`src/rtl/adc_result_conditioner.sv`:
```
module adc_result_conditioner #(
  parameter int CORR_LAT  = 13,
  parameter int GAIN_FRAC = 11
) (
  input  logic        clk,
  input  logic        rst_n,
  input  logic        raw_vld,
  input  logic [15:0] raw_data,
  input  logic [2:0]  win_mode,
  input  logic [1:0]  res_sel,
  input  logic        corr_en,
  input  logic        left_adj,
  input  logic [11:0] corr_gain,
  input  logic [11:0] corr_off,
  input  logic [15:0] win_lo,
  input  logic [15:0] win_hi,
  output logic [15:0] res_data,
  output logic        res_vld,
  output logic        win_hit,
  output logic        overrun
);

  localparam int CW = $clog2(CORR_LAT + 1);

  logic          busy;
  logic [CW-1:0] cnt;
  logic [15:0]   hold;
  logic [15:0]   operand, base, right, left, word;
  logic          hit;

  wire wide   = (res_sel == 2'd1);
  wire accept = raw_vld && !busy;
  wire finish = busy && (cnt == '0);
  wire load   = (accept && !corr_en) || finish;

  assign operand = wide ? raw_data : {4'b0, raw_data[11:0]};

  function automatic logic [15:0] correct(input logic [15:0] x, input logic [11:0] off,
                                           input logic [11:0] g, input logic w);
    logic signed [17:0] d;
    logic [29:0]        p;
    logic [18:0]        q;
    logic [18:0]        mx;
    d  = $signed({2'b00, x}) - $signed({{6{off[11]}}, off});
    mx = w ? 19'h0FFFF : 19'h00FFF;
    if (d < 0) return 16'h0;
    p = {13'b0, d[16:0]} * {18'b0, g};
    q = p[29:GAIN_FRAC];
    return (q > mx) ? mx[15:0] : q[15:0];
  endfunction

  assign base = busy ? correct(hold, corr_off, corr_gain, wide) : operand;

  always_comb begin
    case (res_sel)
      2'd2:    right = {2'b0, base[15:2]};
      2'd3:    right = {4'b0, base[15:4]};
      default: right = base;
    endcase
    case (res_sel)
      2'd0:    left = {right[11:0], 4'b0};
      2'd2:    left = {right[9:0], 6'b0};
      2'd3:    left = {right[7:0], 8'b0};
      default: left = right;
    endcase
    word = left_adj ? left : right;
    case (win_mode)
      3'd1:    hit = right > win_lo;
      3'd2:    hit = right < win_hi;
      3'd3:    hit = (win_lo < right) && (right < win_hi);
      3'd4:    hit = (win_hi < right) && (right < win_lo);
      default: hit = 1'b0;
    endcase
  end

  always_ff @(posedge clk) begin
    if (!rst_n) begin
      busy     <= 1'b0;
      cnt      <= '0;
      hold     <= '0;
      res_vld  <= 1'b0;
      res_data <= '0;
      win_hit  <= 1'b0;
      overrun  <= 1'b0;
    end else begin
      overrun <= raw_vld && busy;
      res_vld <= load;
      win_hit <= load && hit;
      if (load) res_data <= word;
      if (accept && corr_en) begin
        busy <= 1'b1;
        cnt  <= CW'(CORR_LAT - 1);
        hold <= operand;
      end else if (busy) begin
        if (finish) busy <= 1'b0;
        else        cnt  <= cnt - 1'b1;
      end
    end
  end

  a_r11_hit_needs_vld: assert property (@(posedge clk) disable iff (!rst_n)
    win_hit |-> res_vld);

  a_r9_mode_gate: assert property (@(posedge clk) disable iff (!rst_n)
    win_hit |-> ($past(win_mode) != 3'd0 && $past(win_mode) < 3'd5));

  a_r2_direct_result: assert property (@(posedge clk) disable iff (!rst_n)
    (raw_vld && !busy && !corr_en) |=> res_vld);

  a_r6_no_early_result: assert property (@(posedge clk) disable iff (!rst_n)
    (raw_vld && !busy && corr_en) |=> !res_vld);

  a_r4_left_zero_fill: assert property (@(posedge clk) disable iff (!rst_n)
    (res_vld && $past(left_adj) && $past(res_sel) == 2'd0) |-> res_data[3:0] == 4'h0);

  a_r3_narrow_width: assert property (@(posedge clk) disable iff (!rst_n)
    (res_vld && !$past(left_adj) && $past(res_sel) == 2'd3) |-> res_data[15:8] == 8'h00);

  a_r10_drop_flag: assert property (@(posedge clk) disable iff (!rst_n)
    overrun |-> $past(raw_vld));

endmodule

```
`config.mk`:
```
export PLATFORM = sky130hd
export DESIGN_NAME = adc_result_conditioner
export DESIGN_NICKNAME = d
export VERILOG_FILES = /design/src/rtl/adc_result_conditioner.sv
export SDC_FILE = /design/constraint.sdc
export NUM_CORES = 1
export LEC_CHECK = 0
export ABC_CLOCK_PERIOD_IN_PS = 14100
export BUFFER_PORTS_ARGS = -buffer_cell sky130_fd_sc_hd__buf_4
export CAP_MARGIN = 20
export CELL_PAD_IN_SITES_DETAIL_PLACEMENT = 1
export CELL_PAD_IN_SITES_GLOBAL_PLACEMENT = 2
export CORE_AREA = 2 2 202 204
export DETAILED_ROUTE_END_ITERATION = 10
export DIE_AREA = 0 0 204 206
export GPL_TIMING_DRIVEN = 1
export PLACE_DENSITY = 0.67
export SLEW_MARGIN = 20
export SYNTH_ARGS = -nofsm -noshare
export SYNTH_HDL_FRONTEND = slang
export SYNTH_SLANG_ARGS = --single-unit
```
`constraint.sdc`:
```
create_clock -name clk -period 14.1 [get_ports clk]
set_input_delay 1.41 -clock clk [delete_from_list [all_inputs] [get_ports clk]]
set_output_delay 1.41 -clock clk [all_outputs]
set_load 0.05 [all_outputs]
```
# Word level (Yosys, flattened, before mapping)
# Cells that the tools add are included.
[op_classes]
add_sub_neg = 2
multipliers = 1
order_cmp = 7
n_eq_ne = 8
muxes = 17
n_bitwise = 2
reduce_logical = 17
[op_table]
columns = ["operator", "n"]
rows = [
  ["2-to-1 mux 16 bit", 7],
  ["< comparator 16 bit", 4],
  ["one-hot mux 16 bit (3 select lines)", 1],
  ["one-hot mux 16 bit (2 select lines)", 1],
  ["multiplier 17 x 12 -> 29 bit", 1],
  ["greater-than comparator 18 x 16 -> 1 bit", 1],
  ["< comparator 18 x 1 -> 1 bit, second input constant", 1],
  ["subtractor 17 x 12 -> 18 bit", 1],
  ["greater-than comparator 16 bit", 1],
  ["2-to-1 mux 4 bit", 3],
  ["logical AND 1 bit", 8],
  ["equality test 3 x 2 -> 1 bit, second input constant", 2],
  ["equality test 2 bit, second input constant", 2],
  ["logical NOT 4 bit", 1],
  ["2-to-1 mux 1 bit", 4],
  ["one-hot mux 1 bit (4 select lines)", 1],
  ["AND reduction 2 bit", 2],
  ["subtractor 4 x 1 -> 4 bit, second input constant", 1],
  ["equality test 3 x 1 -> 1 bit, second input constant", 1],
  ["equality test 3 bit, second input constant", 1],
  ["equality test 2 x 1 -> 1 bit, second input constant", 1],
  ["logical NOT 1 bit", 2],
  ["logical NOT 2 bit", 1],
  ["inequality test 2 x 1 -> 1 bit, second input constant", 1],
  ["other kinds (4)", 5],
]
[word_totals]
regBits = 40
inputBits = 82
out_inout_bits = 19
elab_cells = 62

# Logic depth before layout (Yosys ltp)
# Gate-level depths: netlist of run 1.
[depth]
ltp_word = 11
mapped_depth = 54
depth_no_buf = 53

# Worst setup path before layout of run 1
# Ideal clock, no wire load.
[synth_path]
kind = "in2reg"
start = "in corr_off[0]"
end = "reg win_hit"
setup_ns = 0.079
arrival_time_ns = 11.602
required_time_ns = 14.021
path_slack_ns = 2.419
cell_stages = 51
path_buffers = 1
path_cell_list = "ha_1 > fa_1 > nor2b_1 > o21ai_1 > a21boi_0 > o21ai_0 > a21boi_1 > o21ai_0 > a21oi_1 > o21ai_0 > nand2b_1 > a211oi_1 > clkbuf_1 > nand2_1 > fa_1 > inv_1 > fa_1 > fa_1 > (+15 left out) > a21o_1 > a21o_1 > a311o_2 > a2bb2oi_1 > nand2b_1 > a31o_2 > ha_1 > nand3_1 > o221ai_1 > a21o_1 > a21o_1 > a21o_1 > a21oi_1 > o21ai_0 > nand3_1 > nand2_1 > a211o_1 > o211ai_1"
[synth_between]
elab_chain_len = 11
word_cells_on_any_way = 18
cone_classes = "1 x add/sub; 1 x mul; 7 x order compare; 6 x mux; 3 x reduce/logical"
[synth_lines]
columns = ["element", "line", "source"]
rows = [
  ["from (decl)", "14", "input logic [11:0] corr_off,"],
  ["subtractor 17 x 12 -> 18 bit *", "44", "d = $signed({2'b00, x}) - $signed({{6{off[11]}}, off});"],
  ["multiplier 17 x 12 -> 29 bit", "47", "p = {13'b0, d[16:0]} * {18'b0, g};"],
  ["greater-than comparator 18 x 16 -> 1 bit", "49", "return (q > mx) ? mx[15:0] : q[15:0];"],
  ["2-to-1 mux 16 bit", "49", ""],
  ["2-to-1 mux 16 bit *", "47", ""],
  ["2-to-1 mux 16 bit *", "52", "assign base = busy ? correct(hold, corr_off, corr_gain, wide) : operand;"],
  ["one-hot mux 16 bit (2 select lines) *", "55", "case (res_sel)"],
  ["< comparator 16 bit (on tied branches)", "71, 69, 70", ""],
  ["logical AND 1 bit (on tied branches)", "71, 70", ""],
  ["one-hot mux 1 bit (4 select lines) *", "67", "case (win_mode)"],
  ["logical AND 1 bit *", "88", "win_hit <= load && hit;"],
  ["to (signal assigned)", "88", ""],
  ["to (decl)", "19", "output logic win_hit,"],
]
# Mark *: on every way between the ends. The rest lies on a longest branch, timed or not.
# A chain may end at the register's enable or synchronous reset.

# Worst setup path in the final report of run 1
# Same ends and word-level chain as after synthesis.

==> summary.txt, run 1 <==
Outcome
  • Status: finished clean

Placed design
  • Routability Congestion: 0.822
  • Buffers on Ports: 100
  • HPWL after DPL: 29200 um

Detailed routing
  • Initial DRT Pass Iterations: 4
  • Antenna-violating nets left: 0
  • Drt wl/cell: 17.7 um
  • DR vias/cell: slightly below 5
  • DRC viols: 0
  • Initial DRC Count: 411
  • Post-Route WL: 34300 um
  • DR vias: 9394

Critical path
  • Reg2Reg Setup Slack: 2.11 ns
  • Cell with the largest stage delay on the worst path: o21ai_0
  • Critical path launch point type: input port
  • Worst endpoint required time: 14.32 ns
  • Critical path capture point type: register
  • Crit-path max cell delay: 0.55 ns
  • Worst-path fanout max: 12
  • WP data arrival: approximately 13 ns
  • Critical path class: input port to register

Layout
  • Filler Cell Count: 4895
  • # nets final: 1757
  • Antenna cell count: 0
  • Area Growth Syn to Fin: 14.3%
  • Layout cells sized above 1: 10.7%

Yosys
  • Synth Register Bits: 40
  • Post-synthesis cell area: roughly 11000 um^2
  • Avg Inst Size Synth: roughly 8 um^2
  • Area contributors post-synth: fa_1 28%, ha_1 14%, inv_1 8.1%
  • Count leader, synth: inv_1
  • Top_reg_cell synth: dfxtp_1
  • Yosys warning count: 0
  • Area leader, netlist: fa_1
  • Commonest cells post-synth: 231 x inv_1, 181 x nand2_1, 150 x fa_1, 117 x ha_1, 78 x and2_1
  • Mapped Nets: 1688
  • Async S/R FF share, synth: 0%
  • Sequential area share after synthesis: under 10%
  • Number of synthesized flops with an enable pin: 0
  • Yosys cell types: 83
  • Gate Count Post-Synth: between 1000 and 1500
  • Synth top area share: 28.1%

STA
  • RSZ-0062 raised after global routing: false
  • Final Skew: 0.00757 ns
  • Tmin final: around 13 ns
  • F_max: 77.8 MHz
  • Worst-Margin Slew: 1.10 ns
  • Slew margin rel.: 26.1%
  • Setup-failing EPs final: 0
  • Setup TNS: 0 ns
  • Final period utilization: 91.2%
  • Hold Violations, Final: 0
  • Slew Limit Fails: 0

GRT
  • Initial antenna violation count: 0
  • Largest net degree at the start of global routing: 34
  • Total routing usage reported by global routing: 16.8%
  • First-pass GRT wire length: 56300 um
  • Total grt overflow: 0
  • Vias in the first global route: 10301

Die
  • Die Width: 204 um
  • Die height: 206 um
  • Io pins: 101
  • Core area: 40200 um^2
  • Row cnt: 74
  • Initial Util: 26.6%
  • DIE AREA: around 42000 um^2

CTS
  • Clock Tree Root: clkbuf_16
  • Post-CTS Setup Inserts: 0
  • Clk_lat worst skew: 0.29 ns
  • CTS tree: built
  • Reg clk slew, reported paths: 0.07 ns
  • Clock sink count: 40
  • Total CTS buffers: 5
  • Clock buffer depth: 2
  • # hold bufs at CTS: 0
  • Post-CTS Resized: 0
  • H-tree lvl count: 2

Worst hold path
  • Min-delay worst type: register to register

Job
  • Max Cap Viol: 0
area by class of cell:
type | instances | area (um^2) | area share [%]
inverters | 234 | 878 | 7.20
well taps | 532 | 666 | 5.45
clock inverters | 2 | 38.8 | 0.318
repair buffers | 120 | 901 | 7.38
multi-input cells | 1007 | 8780 | 71.9
flip-flops and latches | 40 | 801 | 6.56
clock buffers | 6 | 139 | 1.14
placed cells by master, fill, tap and decap left out, drive strengths merged, types with 9 or more instances in the layout:
cell,instances
a21oi,67
nor2,61
nand2,181
a21o,22
nand4,13
nand2b,20
a31oi,12
and2,78
nor2b,25
dfxtp,40
a211oi,12
fa,150
buf,120
nor3,12
ha,117
and3,9
a21boi,13
o21ai,45
xnor2,19
nand3,27
inv,232
o211ai,14
state kept, by name, indices dropped and copies added, names as in the netlist:
name	count
res_vld	1
win_hit	1
res_data	16
hold	16
overrun	1
cnt	4
busy	1
critical path, delay by kind of cell:
kind / cells / cell delay (ns)
compound gates: 25 / 5.22
fa+ha+maj: 10 / 4.14
simple gates: 11 / 1.38
buf+inv: 5 / 0.50
xor+xnor: 1 / 0.41
metal layers:
layer,global-route usage (%),part of all wire [%]
met2,30.3,51
met1,22.8,47
met5,0,0
met3,0.978,1.8
met4,1.86,0.90
final timing paths:
| kind | start | to | cells past startpoint |
|---|---|---|---|
| max reg2reg | hold[0] | win_hit | 52 |
| min reg2reg | hold[12] | hold[12] | 2 |
| min | hold[12] | hold[12] | 2 |
| max | corr_off[0] | win_hit | 52 |
logic make-up after synthesis:
logic type | Yosys count | synth area share [%]
xor gates and xnor gates | 26 | 2.13
adders and majority gates | 267 | 41.8
and+or+nand+nor | 448 | 20.4
muxes | 8 | 0.762
AOI/OAI and AO/OA | 258 | 17.0
buffers and inverters | 292 | 10.3
DFF | 40 | 7.50
per-stage QoR:
step	hold WS (ns)	area [um^2]	setup slack (ns)	util, %	instances
5_1_grt	0.484	12200	0.418	30.4	1941
3_5_place_dp	0.451	12000	0.937	29.9	1933
2_1_floorplan	0.436	10700	2.42	-	1339
6_report	0.457	12200	1.25	30.4	1941
4_1_cts	0.459	12200	1.22	30.4	1941
3_3_place_gp	0.446	12000	1.20	29.9	1933
Power of run 1 is not shown: default switching activity piles up to over one toggle a cycle in this logic, so the estimate is an artifact.
==> run 2, diff against run 1 <==
--- a/config.mk
+++ b/config.mk
@@ -10,11 +10,11 @@
 export CAP_MARGIN = 20
 export CELL_PAD_IN_SITES_DETAIL_PLACEMENT = 1
 export CELL_PAD_IN_SITES_GLOBAL_PLACEMENT = 2
-export CORE_AREA = 2 2 202 204
+export CORE_AREA = 2 2 173 175
 export DETAILED_ROUTE_END_ITERATION = 10
-export DIE_AREA = 0 0 204 206
+export DIE_AREA = 0 0 175 177
 export GPL_TIMING_DRIVEN = 1
-export PLACE_DENSITY = 0.67
+export PLACE_DENSITY = 0.86
 export SLEW_MARGIN = 20
 export SYNTH_ARGS = -nofsm -noshare
 export SYNTH_HDL_FRONTEND = slang
==> run 2 against run 1 <==
Against the previous run:
- global-route usage increased by 4.7 points
- cell count shrank 7.5%
- die area shrank 26%
- highest routed layer unchanged
- final area is 1.9% lower
- via count up 0.78%
- critical path depth is the same
==> summary.txt, run 2 (synthesis gave the netlist of run 1 again) <==
STA
  • Setup-failing EPs final: 0 (unchanged)
  • Tmin final: 12.77 ns (was 12.85 ns)
  • Worst-Margin Slew: 1.05 ns (was 1.10 ns)
  • RSZ-0062 raised after global routing: false (unchanged)
  • Slew margin rel.: 29.9% (was 26.1%)
  • Slew Limit Fails: 0 (unchanged)
  • Final period utilization: 90.5% (was 91.2%)
  • Setup TNS: 0 ns (unchanged)
  • Hold Violations, Final: 0 (unchanged)
  • Final Skew: 0.00663 ns (was 0.00757 ns)
  • F_max: 78.3 MHz (was 77.8 MHz)

CTS
  • CTS tree: built (unchanged)
  • Clock Tree Root: clkbuf_16 (unchanged)
  • Total CTS buffers: 5 (unchanged)
  • Reg clk slew, reported paths: 0.06 ns (was 0.07 ns)
  • Post-CTS Setup Inserts: 0 (unchanged)
  • Clock buffer depth: 2 (unchanged)
  • Clock sink count: 40 (unchanged)
  • Clk_lat worst skew: 0.29 ns (about the same)
  • H-tree lvl count: 2 (unchanged)
  • Post-CTS Resized: 0 (unchanged)
  • # hold bufs at CTS: 0 (unchanged)

GRT
  • Vias in the first global route: 10430 (was 10301)
  • Total routing usage reported by global routing: 21.5% (was 16.8%)
  • Largest net degree at the start of global routing: 34 (unchanged)
  • Initial antenna violation count: 0 (unchanged)
  • Total grt overflow: 0 (unchanged)
  • First-pass GRT wire length: 53700 um (was 56300 um)

Detailed routing
  • Post-Route WL: 32400 um (was 34300 um)
  • Initial DRT Pass Iterations: 5 (was 4)
  • DR vias: 9467 (was 9394)
  • DRC viols: 0 (unchanged)
  • Initial DRC Count: 556 (was 411)
  • Antenna-violating nets left: 0 (unchanged)
  • DR vias/cell: 5.27 (was 4.84)
  • Drt wl/cell: 18.0 um (was 17.7 um)

Layout
  • Layout Utilization: 40.9% (was 30.4%)
  • Most frequent cells in the layout: 231 x inv_1, 181 x nand2_1, 150 x fa_1 (unchanged)
  • # nets final: 1754 (was 1757)
  • Final instance area: 12000 um^2 (was 12200 um^2)
  • Commonest non-fill, non-tap cell in the layout: inv_1 (unchanged)
  • Filler Cell Count: 3597 (was 4895)
  • Largest regs: hold (16), res_data (16), cnt (4) (unchanged)
  • Antenna cell count: 0 (unchanged)
  • Layout cells sized above 1: 10.5% (was 10.7%)
  • Area Growth Syn to Fin: 12.2% (was 14.3%)

Placed design
  • Placed inst area: 11800 um^2 (was 12000 um^2)
  • Buffers on Ports: 100 (unchanged)
  • HPWL after DPL: 27400 um (was 29200 um)
  • Routability Congestion: 0.848 (was 0.822)

Critical path
  • Worst-path fanout max: 12 (unchanged)
  • WP data arrival: 12.99 ns (was 13.07 ns)
  • Critical path class: input port to register (unchanged)
  • Crit-path max cell delay: 0.55 ns (about the same)
  • Critical path capture point type: register (unchanged)
  • Cell with the largest stage delay on the worst path: fa_1 (was o21ai_0)
  • Worst endpoint required time: 14.32 ns (about the same)
  • Critical path launch point type: input port (unchanged)

Die
  • Core area: 29200 um^2 (was 40200 um^2)
  • Initial Util: 36.5% (was 26.6%)
  • Die Width: 175 um (was 204 um)
  • Row cnt: 63 (was 74)
  • DIE AREA: 31000 um^2 (was 42000 um^2)
  • Io pins: 101 (unchanged)
  • Die height: 177 um (was 206 um)

Job
  • Max Cap Viol: 0 (unchanged)

Outcome
  • Status: finished clean (unchanged)

Worst hold path
  • Min-delay worst type: register to register (unchanged)
[run 2: cell types whose count changed in the layout (fill, tap and decap cells not counted), sizes merged]
cell      change
buf           -3
clkinvlp      +2
bufinv        -1
clkinv        -1
[run 2: area by class of cell]
type | instances | area (um^2) | area share (%)
clock inverters | 2 | 15.0 | 0.125
inverters | 234 | 878 | 7.34
repair buffers | 117 | 878 | 7.34
multi-input cells | 1007 | 8770 | 73.3
well taps | 390 | 488 | 4.08
flip-flops and latches | 40 | 801 | 6.69
clock buffers | 6 | 139 | 1.16
[run 2: final timing paths]
path | from | endpoint | cells after the start | slack, ns
max | corr_off[0] | win_hit | 52 | 1.33
min | hold[5] | hold[5] | 2 | 0.46
max reg2reg | hold[0] | win_hit | 52 | 2.18
min reg2reg | hold[5] | hold[5] | 2 | 0.46
[run 2: worst max-delay path: cells and delay by family]
kind,cells,cell delay (ns)
and+or+nand+nor,10,1.25
buffers and inverters,6,0.58
xor gates and xnor gates,1,0.37
adders and majority gates,10,4.17
AOI/OAI and AO/OA,25,5.17
[run 2: layer usage]
layer	wire length, um	part of all wire (%)	global-route usage [%]	up-vias
li1	-	-	-	4507
met1	14400	44	28.0	4725
met2	16400	50	38.6	187
met3	919	2.8	1.63	48
met4	724	2.2	5.42	0
met5	0	0	0	-
[run 2: metrics by stage]
stage | hold WS (ns) | worst slack [ns] | std cells
after global placement | 0.446 | 1.44 | 1788
after detailed placement | 0.455 | 1.05 | 1788
after CTS | 0.462 | 1.29 | 1796
after floorplan | 0.436 | 2.42 | 1339
final | 0.459 | 1.33 | 1796
after global routing | 0.484 | 0.391 | 1796
Power of run 2 is left out for the same reason.
